File: config.mk
export PLATFORM = sky130hd
export DESIGN_NAME = flash_poll_status
export DESIGN_NICKNAME = d
export VERILOG_FILES = /design/src/rtl/fps_pkg.sv /design/src/rtl/fps_timer.sv /design/src/rtl/fps_array.sv /design/src/rtl/fps_ctrl.sv /design/src/rtl/flash_poll_status.sv
export SDC_FILE = /design/constraint.sdc
export NUM_CORES = 1
export LEC_CHECK = 0
export CAP_MARGIN = 30
export CORE_ASPECT_RATIO = 1.75
export CORE_MARGIN = 5
export CORE_UTILIZATION = 45
export CTS_BUF_LIST = sky130_fd_sc_hd__clkbuf_2 sky130_fd_sc_hd__clkbuf_4 sky130_fd_sc_hd__clkbuf_8
export CTS_CLUSTER_SIZE = 30
export DETAILED_ROUTE_END_ITERATION = 8
export DONT_BUFFER_PORTS = 1
export GPL_TIMING_DRIVEN = 0
export HOLD_SLACK_MARGIN = 0.15
export PLACE_DENSITY_LB_ADDON = 0.05
export SLEW_MARGIN = 40
export SYNTH_ARGS = -nofsm -noshare
export SYNTH_HDL_FRONTEND = slang
export SYNTH_HIERARCHICAL = 1
export SYNTH_SLANG_ARGS = --single-unit
export TNS_END_PERCENT = 5
File: constraint.sdc
create_clock -name clk -period 8.3 [get_ports clk]
set_input_delay 0.415 -clock clk [delete_from_list [all_inputs] [get_ports clk]]
set_output_delay 0.415 -clock clk [all_outputs]
set_load 0.01 [all_outputs]
File: src/rtl/fps_pkg.sv
package fps_pkg;
  typedef enum logic [1:0] {
    OP_RESUME  = 2'd0,
    OP_PROGRAM = 2'd1,
    OP_ERASE   = 2'd2,
    OP_SUSPEND = 2'd3
  } fps_op_e;

  typedef enum logic [2:0] {
    ST_IDLE,
    ST_PROG,
    ST_PPROT,
    ST_ERASE,
    ST_EPROT,
    ST_SUSP
  } fps_state_e;
endpackage

File: src/rtl/fps_timer.sv
module fps_timer #(
  parameter int CNT_W = 5
) (
  input  logic             clk,
  input  logic             rst_n,
  input  logic             load,
  input  logic [CNT_W-1:0] load_val,
  input  logic             en,
  output logic [CNT_W-1:0] count,
  output logic             last
);
  always_ff @(posedge clk) begin
    if (!rst_n)                    count <= '0;
    else if (load)                 count <= load_val;
    else if (en && count != '0)    count <= count - 1'b1;
  end

  assign last = (count == CNT_W'(1));
endmodule

File: src/rtl/fps_array.sv
module fps_array #(
  parameter int ADDR_W = 6,
  parameter int DATA_W = 8,
  parameter int SECT_W = 2,
  localparam int NSECT = 1 << SECT_W
) (
  input  logic              clk,
  input  logic              rst_n,
  input  logic              prog_we,
  input  logic [ADDR_W-1:0] prog_addr,
  input  logic [DATA_W-1:0] prog_data,
  input  logic              erase_we,
  input  logic [NSECT-1:0]  erase_mask,
  input  logic [ADDR_W-1:0] rd_addr,
  output logic [DATA_W-1:0] rd_word
);
  localparam int DEPTH = 1 << ADDR_W;

  logic [DATA_W-1:0] mem [DEPTH];

  function automatic logic [DATA_W-1:0] init_word(input int a);
    return DATA_W'(a * 3 + 1);
  endfunction

  function automatic logic [SECT_W-1:0] sector_of(input int a);
    logic [ADDR_W-1:0] aw;
    aw = ADDR_W'(a);
    return aw[ADDR_W-1 -: SECT_W];
  endfunction

  always_ff @(posedge clk) begin
    if (!rst_n) begin
      for (int a = 0; a < DEPTH; a++) mem[a] <= init_word(a);
    end else begin
      if (erase_we) begin
        for (int a = 0; a < DEPTH; a++)
          if (erase_mask[sector_of(a)]) mem[a] <= '1;
      end
      if (prog_we) mem[prog_addr] <= prog_data;
    end
  end

  assign rd_word = mem[rd_addr];
endmodule

File: src/rtl/fps_ctrl.sv
module fps_ctrl
  import fps_pkg::*;
#(
  parameter int ADDR_W    = 6,
  parameter int DATA_W    = 8,
  parameter int SECT_W    = 2,
  parameter int CNT_W     = 5,
  parameter int PROG_CYC  = 6,
  parameter int ERASE_CYC = 20,
  parameter int PPROT_CYC = 3,
  parameter int EPROT_CYC = 10,
  localparam int NSECT    = 1 << SECT_W
) (
  input  logic              clk,
  input  logic              rst_n,
  input  logic              cmd_valid,
  input  logic [1:0]        cmd_op,
  input  logic [ADDR_W-1:0] cmd_addr,
  input  logic [DATA_W-1:0] cmd_data,
  input  logic [NSECT-1:0]  cmd_sectors,
  input  logic [NSECT-1:0]  prot_map,
  output fps_state_e        st,
  output logic [ADDR_W-1:0] paddr_q,
  output logic [DATA_W-1:0] pdata_q,
  output logic [NSECT-1:0]  esel_q,
  output logic [NSECT-1:0]  emask_q,
  output logic              susp_bg,
  output logic              prog_done,
  output logic              erase_done,
  output logic [CNT_W-1:0]  op_cnt,
  output logic [CNT_W-1:0]  er_cnt
);
  function automatic logic [SECT_W-1:0] sector_of(input logic [ADDR_W-1:0] a);
    return a[ADDR_W-1 -: SECT_W];
  endfunction

  fps_op_e          op;
  fps_state_e       st_n;
  logic             prot_hit, in_esel, no_target;
  logic [NSECT-1:0] emask_n;
  logic             acc_prog, acc_erase, acc_susp, acc_resume;
  logic             op_load, op_en, op_last, er_load, er_en, er_last;
  logic [CNT_W-1:0] op_val;

  assign op        = fps_op_e'(cmd_op);
  assign prot_hit  = prot_map[sector_of(cmd_addr)];
  assign in_esel   = esel_q[sector_of(cmd_addr)];
  assign emask_n   = cmd_sectors & ~prot_map;
  assign no_target = (emask_n == '0);

  assign acc_prog   = cmd_valid && op == OP_PROGRAM &&
                      (st == ST_IDLE || (st == ST_SUSP && !in_esel));
  assign acc_erase  = cmd_valid && op == OP_ERASE   && st == ST_IDLE;
  assign acc_susp   = cmd_valid && op == OP_SUSPEND && st == ST_ERASE && !er_last;
  assign acc_resume = cmd_valid && op == OP_RESUME  && st == ST_SUSP;

  assign op_load = acc_prog || (acc_erase && no_target);
  assign op_val  = acc_prog ? (prot_hit ? CNT_W'(PPROT_CYC) : CNT_W'(PROG_CYC))
                            : CNT_W'(EPROT_CYC);
  assign op_en   = (st == ST_PROG) || (st == ST_PPROT) || (st == ST_EPROT);
  assign er_load = acc_erase && !no_target;
  assign er_en   = (st == ST_ERASE);

  fps_timer #(.CNT_W(CNT_W)) u_op_tmr (
    .clk(clk), .rst_n(rst_n), .load(op_load), .load_val(op_val),
    .en(op_en), .count(op_cnt), .last(op_last)
  );

  fps_timer #(.CNT_W(CNT_W)) u_er_tmr (
    .clk(clk), .rst_n(rst_n), .load(er_load), .load_val(CNT_W'(ERASE_CYC)),
    .en(er_en), .count(er_cnt), .last(er_last)
  );

  assign prog_done  = (st == ST_PROG)  && op_last;
  assign erase_done = (st == ST_ERASE) && er_last;

  always_comb begin
    st_n = st;
    case (st)
      ST_IDLE: begin
        if (acc_prog)       st_n = prot_hit ? ST_PPROT : ST_PROG;
        else if (acc_erase) st_n = no_target ? ST_EPROT : ST_ERASE;
      end
      ST_PROG, ST_PPROT: if (op_last) st_n = susp_bg ? ST_SUSP : ST_IDLE;
      ST_EPROT:          if (op_last) st_n = ST_IDLE;
      ST_ERASE: begin
        if (er_last)       st_n = ST_IDLE;
        else if (acc_susp) st_n = ST_SUSP;
      end
      ST_SUSP: begin
        if (acc_prog)        st_n = prot_hit ? ST_PPROT : ST_PROG;
        else if (acc_resume) st_n = ST_ERASE;
      end
      default: st_n = ST_IDLE;
    endcase
  end

  always_ff @(posedge clk) begin
    if (!rst_n) begin
      st      <= ST_IDLE;
      paddr_q <= '0;
      pdata_q <= '0;
      esel_q  <= '0;
      emask_q <= '0;
      susp_bg <= 1'b0;
    end else begin
      st <= st_n;
      if (acc_prog) begin
        paddr_q <= cmd_addr;
        pdata_q <= cmd_data;
      end
      if (acc_erase) begin
        esel_q  <= cmd_sectors;
        emask_q <= emask_n;
      end
      if (acc_prog && st == ST_SUSP)                        susp_bg <= 1'b1;
      else if ((st == ST_PROG || st == ST_PPROT) && op_last) susp_bg <= 1'b0;
    end
  end
endmodule

File: src/rtl/flash_poll_status.sv
module flash_poll_status
  import fps_pkg::*;
#(
  parameter int ADDR_W    = 6,
  parameter int DATA_W    = 8,
  parameter int SECT_W    = 2,
  parameter int PROG_CYC  = 6,
  parameter int ERASE_CYC = 20,
  parameter int PPROT_CYC = 3,
  parameter int EPROT_CYC = 10,
  localparam int NSECT    = 1 << SECT_W
) (
  input  logic              clk,
  input  logic              rst_n,
  input  logic              cmd_valid,
  input  logic [1:0]        cmd_op,
  input  logic [ADDR_W-1:0] cmd_addr,
  input  logic [DATA_W-1:0] cmd_data,
  input  logic [NSECT-1:0]  cmd_sectors,
  input  logic [NSECT-1:0]  prot_map,
  input  logic [ADDR_W-1:0] rd_addr,
  output logic [DATA_W-1:0] rd_data
);
  localparam int MAX_PE = (PROG_CYC  > ERASE_CYC) ? PROG_CYC  : ERASE_CYC;
  localparam int MAX_PP = (PPROT_CYC > EPROT_CYC) ? PPROT_CYC : EPROT_CYC;
  localparam int MAX_C  = (MAX_PE > MAX_PP) ? MAX_PE : MAX_PP;
  localparam int CNT_W  = $clog2(MAX_C + 1);

  function automatic logic [DATA_W-1:0] status_word(input logic b7);
    return {b7, {(DATA_W-1){1'b0}}};
  endfunction

  fps_state_e        st;
  logic [ADDR_W-1:0] paddr_q;
  logic [DATA_W-1:0] pdata_q, arr_word;
  logic [NSECT-1:0]  esel_q, emask_q;
  logic              susp_bg, prog_done, erase_done;
  logic [CNT_W-1:0]  op_cnt, er_cnt;
  logic              prog_vis, erase_vis, susp_vis, rd_in_esel;

  fps_ctrl #(
    .ADDR_W(ADDR_W), .DATA_W(DATA_W), .SECT_W(SECT_W), .CNT_W(CNT_W),
    .PROG_CYC(PROG_CYC), .ERASE_CYC(ERASE_CYC),
    .PPROT_CYC(PPROT_CYC), .EPROT_CYC(EPROT_CYC)
  ) u_ctrl (
    .clk(clk), .rst_n(rst_n), .cmd_valid(cmd_valid), .cmd_op(cmd_op),
    .cmd_addr(cmd_addr), .cmd_data(cmd_data), .cmd_sectors(cmd_sectors),
    .prot_map(prot_map), .st(st), .paddr_q(paddr_q), .pdata_q(pdata_q),
    .esel_q(esel_q), .emask_q(emask_q), .susp_bg(susp_bg),
    .prog_done(prog_done), .erase_done(erase_done),
    .op_cnt(op_cnt), .er_cnt(er_cnt)
  );

  fps_array #(.ADDR_W(ADDR_W), .DATA_W(DATA_W), .SECT_W(SECT_W)) u_arr (
    .clk(clk), .rst_n(rst_n),
    .prog_we(prog_done), .prog_addr(paddr_q), .prog_data(pdata_q),
    .erase_we(erase_done), .erase_mask(emask_q),
    .rd_addr(rd_addr), .rd_word(arr_word)
  );

  assign prog_vis   = (st == ST_PROG)  || (st == ST_PPROT);
  assign erase_vis  = (st == ST_ERASE) || (st == ST_EPROT);
  assign susp_vis   = (st == ST_SUSP)  || susp_bg;
  assign rd_in_esel = esel_q[rd_addr[ADDR_W-1 -: SECT_W]];

  always_comb begin
    if (prog_vis && rd_addr == paddr_q) rd_data = status_word(~pdata_q[DATA_W-1]);
    else if (erase_vis && rd_in_esel)   rd_data = status_word(1'b0);
    else if (susp_vis && rd_in_esel)    rd_data = status_word(1'b1);
    else                                rd_data = arr_word;
  end
endmodule

# Word-level counts from Yosys, hierarchy flattened

Memory sizes are Yosys's and may differ from the RTL's.
Cells that the tools add are included.

Flip-flop bits (word level): 36
Memory bits (writable): 512
Bits of input ports: 33
Output and inout bits: 8
Logic and storage cells: 256
Memories: 1

Add/sub/neg operators: 2
$lt $le $gt $ge: 2
Equality and inequality tests: 16
Multiplexer cells: 116
Bitwise logic cells: 68
Reductions and logical operators: 42

Memories:

| name      | words | bits a word | read ports | clocked after memory_dff | wr ports | RTL line        | RTL |
|---|---|---|---|---|---|---|---|
| u_arr.mem | 64    | 8           | 1          | 0                        | 64       | fps_array.sv:19 | `logic [DATA_W-1:0] mem [DEPTH];` |

Operators with widths:

| cell                | count |
|---|---|
| $mux 8              | 68 |
| $or 1x1->1          | 64 |
| $mux 3              | 11 |
| $mux 1              | 26 |
| $mux 5              | 5 |
| $logic_and 1x1->1   | 21 |
| $pmux 3 s5          | 1 |
| $eq 5x1->1 const B  | 2 |
| $reduce_bool 5->1   | 2 |
| $sub 5x1->5 const B | 2 |
| $ne 3x1->1 const B  | 3 |
| $reduce_or 8->1     | 1 |
| $bmux 1 s2          | 3 |
| $eq 3x2->1 const B  | 2 |
| $eq 3x3->1 const B  | 2 |
| $eq 6x6->1          | 1 |
| $logic_or 1x1->1    | 6 |
| $lt 2x3->1 const B  | 2 |
| $mux 6              | 1 |
| $reduce_bool 2->1   | 3 |
| $reduce_and 5->1    | 1 |
| $and 4x4->4         | 1 |
| $eq 2x2->1 const B  | 2 |
| $logic_not 4->1     | 1 |
| other kinds (10)    | 15 |

# Logic depth before layout (Yosys ltp)

Gate-level depths: netlist of run 1.

Depth after elaboration: 8
Mapped depth: 12
Mapped depth without buffers: 10

# Cells and area by module

The synthesis of run 1 kept the hierarchy.

Modules (own cells, without submodules):

| module            | times used | cells each | area an instance (um2) | seq. area each (um2) |
|---|---|---|---|---|
| fps_array         | 1          | 1826       | 24767.5                | 15374.7 |
| fps_ctrl          | 1          | 144        | 1306.3                 | 520.5 |
| fps_timer         | 2          | 40         | 317.8                  | 100.1 |
| flash_poll_status | 1          | 28         | 222.7                  | 0.0 |

# Least setup slack after synthesis of run 1

Ideal clock, no wire load.

Path type: reg-to-reg
From: reg u_ctrl.u_op_tmr.count[1]
To: mem u_arr.mem[15][0] (enable)
Setup time: 0.384 ns
Arrival: 2.471 ns
Required time: 7.916 ns
Setup slack: 5.445 ns
Cell stages (with the launch flop): 11
Buffers on the path: 2
Period minus slack after synthesis: 2.855 ns
Cells stage by stage: dfxtp_1 -> inv_1 -> ha_1 -> nor4b_1 -> inv_1 -> nor3b_1 -> and3_1 -> clkbuf_1 -> nand3_1 -> clkbuf_1 -> o21ai_0

RTL lines:

| item                   | RTL line        | RTL |
|---|---|---|
| from (decl)            | fps_timer.sv:9  | `output logic [CNT_W-1:0] count,` |
| from (signal assigned) | fps_timer.sv:14 | `else if (load) count <= load_val;` |
| from (signal assigned) | fps_timer.sv:15 | `else if (en && count != '0) count <= count - 1'b1;` |
| to (decl)              | fps_array.sv:19 |  |

==> results of run 1 <==
-- through the flow --
stage          worst slack, ps  power, µW  instances  hold WS (ps)  instance area, µm²
2_1_floorplan             5445       3676       2083         461.4               26950
3_3_place_gp              2934       3991       2863         485.7               27930
3_5_place_dp              3787       4016       2874         489.7               28250
4_1_cts                   3760       6267       3045         150.5               30120
5_1_grt                   3587       6445       3053         176.3               30200
6_report                  3514       6270       3054         164.6               30210
-- worst min path at each step --
stage,endpoint,cells after the start,startpoint
after floorplan,u_ctrl/pdata_q[2]$_SDFFE_PN0P_,2,u_ctrl/pdata_q[2]$_SDFFE_PN0P_
after global placement,u_ctrl/pdata_q[2]$_SDFFE_PN0P_,2,u_ctrl/pdata_q[2]$_SDFFE_PN0P_
after CTS,u_ctrl/st[2]$_SDFFE_PN0P_,2,rst_n
final,u_ctrl/pdata_q[6]$_SDFFE_PN0P_,2,rst_n
after detailed placement,u_ctrl/pdata_q[3]$_SDFFE_PN0P_,2,u_ctrl/pdata_q[3]$_SDFFE_PN0P_
after global routing,u_ctrl/pdata_q[6]$_SDFFE_PN0P_,2,rst_n
-- worst register-to-register path, cell delays in order, from the launching register on --
cell	delay (ps)
dfxtp_1	550
buf_2	280
nor2b_1	240
nor3b_1	640
and3_1	260
clkbuf_1	290
nand2_1	570
clkbuf_2	580
clkbuf_2	610
or3_1	510
-- cell usage in the layout, fill, tap and decap left out, drive strengths merged, types with 7 or more instances in the layout --
cell type,n
o22ai,17
a31o,28
a21oi,16
dfxtp,36
nand2,200
a21o,164
and2,13
nor2,130
nor2b,35
edfxtp,512
clkinv,24
or3,238
mux2i,33
nand3b,7
clkbuf,288
buf,58
xor2,7
nand3,28
nor3,17
a22oi,9
dlygate4sd3,24
o21ai,115
a211oi,7
mux4,128
nand2b,7
diode,8
conb,7
a31oi,12
inv,15
-- cell families after synthesis --
kind of cell	Yosys count	synth area share [%]
other cells	2	0.02788
compound gates	409	10.39
fa+ha+maj	4	0.1858
mux	167	12.26
xor+xnor	8	0.2602
buf+inv	227	3.587
flops	548	59.76
simple gates	713	13.52
-- routing by layer --
layer	up-vias	global-route usage [%]	wire [µm]
met1	10290	38.18	37220
li1	8238	-	-
met3	489	7.747	10260
met5	-	0	9
met4	2	30.46	13360
met2	1364	57.51	55390
-- registers in the layout, indices dropped and copies added, names as in the netlist --
signal and flops:
u_arr/mem 512, u_ctrl/emask_q 4, u_ctrl/esel_q 4, u_ctrl/paddr_q 6, u_ctrl/pdata_q 8, u_ctrl/st 3
u_ctrl/susp_bg 1, u_ctrl/u_er_tmr/count 5, u_ctrl/u_op_tmr/count 5
-- layout make-up --
type,count,share of cell area (%)
well taps,780,3.231
multi-input cells,1308,33.49
clock buffers,122,4.938
inverters,15,0.1864
repair buffers,36,1.094
flip-flops and latches,548,53.29
plain buffers,212,3.260
clock inverters,25,0.4474
diodes,8,0.06628
-- power breakdown --
group	internal [µW]	switching, µW
Sequential	3110	57.6
Clock	1180	1090
Combinational	255	576
Total	4540	1730
==> impl_metrics.toml, run 1 <==
[outcome]
run_status = "complete, no violations"

[logic_synthesis]
yosysMostFrequentCell = "edfxtp_1"
synth_cell_types = 69
synth-edff-count = 512
yosysSeqAreaShare_pct = 59.76
synth_area_leader_cell = "edfxtp_1"
yosysWarnings = 6
synth.top_cell.area_share_pct = 57.09
syn_avg_cell_area_um2 = 12.96
synthTopCellsByArea = "edfxtp_1 (57%), mux4_2 (10%), or3_1 (5.5%)"
ys_ff_latch = 548
ys.flop_type = "edfxtp_1"
synthTopCellsByCount = "edfxtp_1 (512), or3_1 (238), nand2_1 (199)"
syn_area_um2 = 26930
synthCells = 2078
async_flop_share_pct = 0

[layout]
nFillCells = 5260
final_util_pct = 51.02
drive_above_1_share_pct = 20.39
regArea_um2 = 16100
multi_input_area_um2 = 10120
area_growth_pct = 12.15
nNetsFinal = 2242

[critical_path]
r2r_setup_slack_ps = 3510
ff2ff_path_depth = 9
path_buf_inv = 4
cp_top_family = "simple AND/OR/NAND/NOR gates"
path_depth = 9
endpoint = "u_arr/mem[29][4]$_SDFFCE_PN1P_"
start_kind = "register"
r2r_start = "u_ctrl/st[0]$_SDFFE_PN0P_"
crit_start = "u_ctrl/st[0]$_SDFFE_PN0P_"
path_common_cell = "clkbuf_2"
required_ps = 8750
cp-end-kind = "register"
arrival_ps = 5230
crit_type = "reg -> reg"
slowest_stage = "nor3b_1"
critical_path.max_stage_delay_ps = 640
crit_chain = "buf_2, nor2b_1, nor3b_1, and3_1, clkbuf_1, nand2_1, clkbuf_2, clkbuf_2, or3_1"
reg2reg_to = "u_arr/mem[29][4]$_SDFFCE_PN1P_"
worst-path-max-fanout = 16

[timing]
tns_ps = 0
max_freq_ghz = 0.2089
worst_slew_pin_slew_ps = 1016
rsz0062_at_grt = "false"
setup_violations = 0
clock-skew-final_ps = 28.79
fin_crit_sh_pct = 57.67
final.min_clock_period_ps = 4786
slew_viol_final = 0
relSlewSlack_pct = 32.28
final-hold-violation-count = 0

[drt]
avgViaCountPerCell = 6.675
drtIter0Drc = 2706
drtPass1Iterations = 8
vias = 20380
wirelength_um = 116200
post_drt_wl_per_cell_um = 38.06
drt.antenna.violating_nets = 0
drc = 0

[flow_run]
drv_cap = 0

[clock_network]
ctsHoldBuffers = 24
cts_resized = 0
clock-sinks = 548
path_clk_slew_ps = 60
cts_tree = "done"
cts_setup_buffers = 0
clockBufferDepth = 3
cts_buffers = 84
cts-root-buf = "clkbuf_8"
clock_latency_ps = 720
htree_num_levels = 3

[place]
port_buffers = 0
place.gp.congestion = 1.044
dpl.hpwl_um = 83520

[hold_path]
hold_path.class = "in -> reg"

[die]
die_h_um = 333.6
rows = 118
die_w_um = 194.9
initial_utilization_pct = 45.49
pin_count = 41
dieArea_um2 = 65030
core_area_um2 = 59200

[grt]
grt_pass1_vias = 20140
grt_usage_pct = 35.08
grt-ovfl-total = 0
grt_max_degree = 17
grt_pass1_wl_um = 158500
antenna_found_initial = 7

[pwr]
vdd_drop_max_mv = 0.1297
leakage_uw = 0.01049
p_per_area_nw_per_um2 = 207.6
(Power assumes the default switching activity.)
==> run 2, diff against run 1 <==
- ABC_AREA: not set -> 1
- clock period: 8.3 -> 4.3 ns (I/O delays scaled with it)
==> run 2 against run 1 <==
  * Worst hold slack better by 78 ps
  * Synthesized area down 2.1%
  * Cell area is 2.7% lower
  * First-iteration DRC count is 6.4% lower
  * Synthesized cell count is 41% higher
==> impl_metrics.toml, run 2 <==
[outcome]
run_status = "complete, no violations"

[drt]
avgViaCountPerCell = 5.904
drc = 0
drtIter0Drc = 2534
wl_met2_um = 56160
drtPass1Iterations = 6
wirelength_um = 110700
drt.antenna.violating_nets = 0
met3WireLength_um = 8033
post_drt_wl_per_cell_um = 28.38
routed.top_layer = "met4"
met1_length_um = 35790
vias = 23040

[clock_network]
path_clk_slew_ps = 60
htree_num_levels = 3
cts-root-buf = "clkbuf_8"
cts_buffers = 83
cts_tree = "done"
clock_latency_ps = 680
clock-sinks = 548
cts_resized = 0
clockBufferDepth = 3

[logic_synthesis]
synthCells = 2938
yosysWarnings = 6
ys.flop_type = "edfxtp_1"
syn_avg_cell_area_um2 = 8.973
synth.top_cell.area_share_pct = 58.32
synthTopCellsByCount = "nand2_1 (1,086), edfxtp_1 (512), nand3_1 (458)"
yosysMostFrequentCell = "nand2_1"
synth-edff-count = 512
ys_ff_latch = 548
synthTopCellsByArea = "edfxtp_1 (58%), nand2_1 (15%), nand3_1 (8.7%)"
syn_area_um2 = 26360
async_flop_share_pct = 0
synth_area_leader_cell = "edfxtp_1"
yosysSeqAreaShare_pct = 61.06
synth_cell_types = 34

[pwr]
pwr-share-seq_pct = 49.6
leakage_uw = 0.01054
p_int_uw = 8649
vdd_drop_max_mv = 0.3335
p_per_area_nw_per_um2 = 421.3
p_clk_share_pct = 34.4
combPwrFrac_pct = 16.0
swShare_pct = 30.18
switchingPower_uw = 3738

[timing]
slew_viol_final = 0
max_freq_ghz = 0.2993
rsz0062_at_grt = "false"
final.min_clock_period_ps = 3341
fin_hold_ws_ps = 242.9
final-hold-violation-count = 0
fin_crit_sh_pct = 77.71
worst_slew_pin_slew_ps = 954.9
tns_ps = 0
setup_violations = 0
clock-skew-final_ps = 36.20
relSlewSlack_pct = 36.34

[layout]
top_regs = "u_arr/mem: 512 flops, u_ctrl/pdata_q: 8 flops, u_ctrl/paddr_q: 6 flops"
nNetsFinal = 3104
largest_register_ffs = 512
final_util_pct = 50.59
layout_commonest_cell = "nand2_1"
drive_above_1_share_pct = 7.832
final_cell_mix = "nand2_1 (1,086), edfxtp_1 (512), nand3_1 (455)"
area_growth_pct = 11.54
fin_cells = 3902
top_register = "u_arr/mem"

[critical_path]
crit_chain = "buf_2, buf_2, clkbuf_1, nand2_1, nand3_1, nand3_1, nand2_1, nand2_1, nand3_1, nand3_1, nand2_1, inv_1, nand2_1, nand3_1, nand2_1"
path_common_cell = "nand2_1"
worst-path-max-fanout = 10
cp-end-kind = "primary output"
required_ps = 4090
slowest_stage = "clkbuf_1"
crit_type = "in -> out"
critical_path.max_stage_delay_ps = 650
start_kind = "input port"
arrival_ps = 3130

[grt]
grt_usage_pct = 34.44
antenna_found_initial = 1
grt-ovfl-total = 0
grt_max_degree = 13
grt_pass1_wl_um = 153700
grt_pass1_vias = 22650

[place]
placedCellCount = 3721
dpl.hpwl_um = 81820
port_buffers = 0
place.gp.congestion = 0.9767

[die]
pin_count = 41
dieArea_um2 = 63710
die_w_um = 193.0
rows = 117
core_area_um2 = 58120
die_h_um = 330.2
initial_utilization_pct = 45.36

[flow_run]
drv_cap = 0

[hold_path]
hold_path.class = "in -> reg"
## run 2: kinds of logic after synthesis
family                     share of synthesized area [%]
AOI/OAI and AO/OA                                  6.597
adders and majority gates                         0.1899
and+or+nand+nor                                    27.22
other                                            0.02849
buffers and inverters                              4.694
DFF                                                61.06
xor gates and xnor gates                          0.1329
muxes                                            0.07594
## run 2: final cells by class
type / count / area [µm²]
repair buffers: 39 / 390.4
flip-flops and latches: 548 / 16100
fillers: 5635 / 28710
clock inverters: 34 / 193.9
clock buffers: 112 / 1373
well taps: 773 / 967.2
diodes: 1 / 2.502
inverters: 141 / 529.3
multi-input cells: 2081 / 9095
plain buffers: 173 / 757.0
## run 2: per-layer routing
layer	up-vias	track usage (%)
met1	11130	35.89
met5	-	0
met4	0	26.14
met3	396	5.456
li1	10230	-
met2	1285	61.29
## run 2: power by group through the flow
stage	combinational, µW	clock [µW]	sequential, µW
final	1990	4260	6140
after global routing	2100	4510	6160
after CTS	1940	4320	6140
after detailed placement	1900	0	6250
after global placement	1860	0	6250
after floorplan	1110	0	6200
## run 2: worst max-delay path: cells and delay by family
kind          cells  cell delay (ps)
buf+inv           4             1240
simple gates     11             1660
## run 2: repair_timing
action                    in CTS  in global routing
setup buffers                  0                  0
hold endpoints to repair      54                  0
hold buffers                  33                  0
## run 2: path summary, 6_finish.rpt
| path | from | endpoint | slack, ps | cells past startpoint |
|---|---|---|---|---|
| hold / removal | cmd_addr[4] | u_ctrl/st[1]$_SDFFE_PN0P_ | 240 | 7 |
| setup / recovery | rd_addr[0] | rd_data[7] | 960 | 15 |
| setup reg to reg | u_ctrl/u_op_tmr/count[0]$_SDFFE_PN0P_ | u_arr/mem[58][4]$_DFFE_PP_ | 960 | 11 |
| hold reg to reg | u_ctrl/pdata_q[1]$_SDFFE_PN0P_ | u_ctrl/pdata_q[1]$_SDFFE_PN0P_ | 490 | 2 |
## run 2: metrics by stage
step | power [µW] | area (µm²) | worst slack [ps]
floorplan | 7313 | 26380 | 2071
global placement | 8109 | 27350 | 498.3
detailed placement | 8150 | 27490 | 998.2
CTS | 12400 | 29380 | 997.4
global route | 12760 | 29400 | 696.7
finish | 12390 | 29400 | 958.5
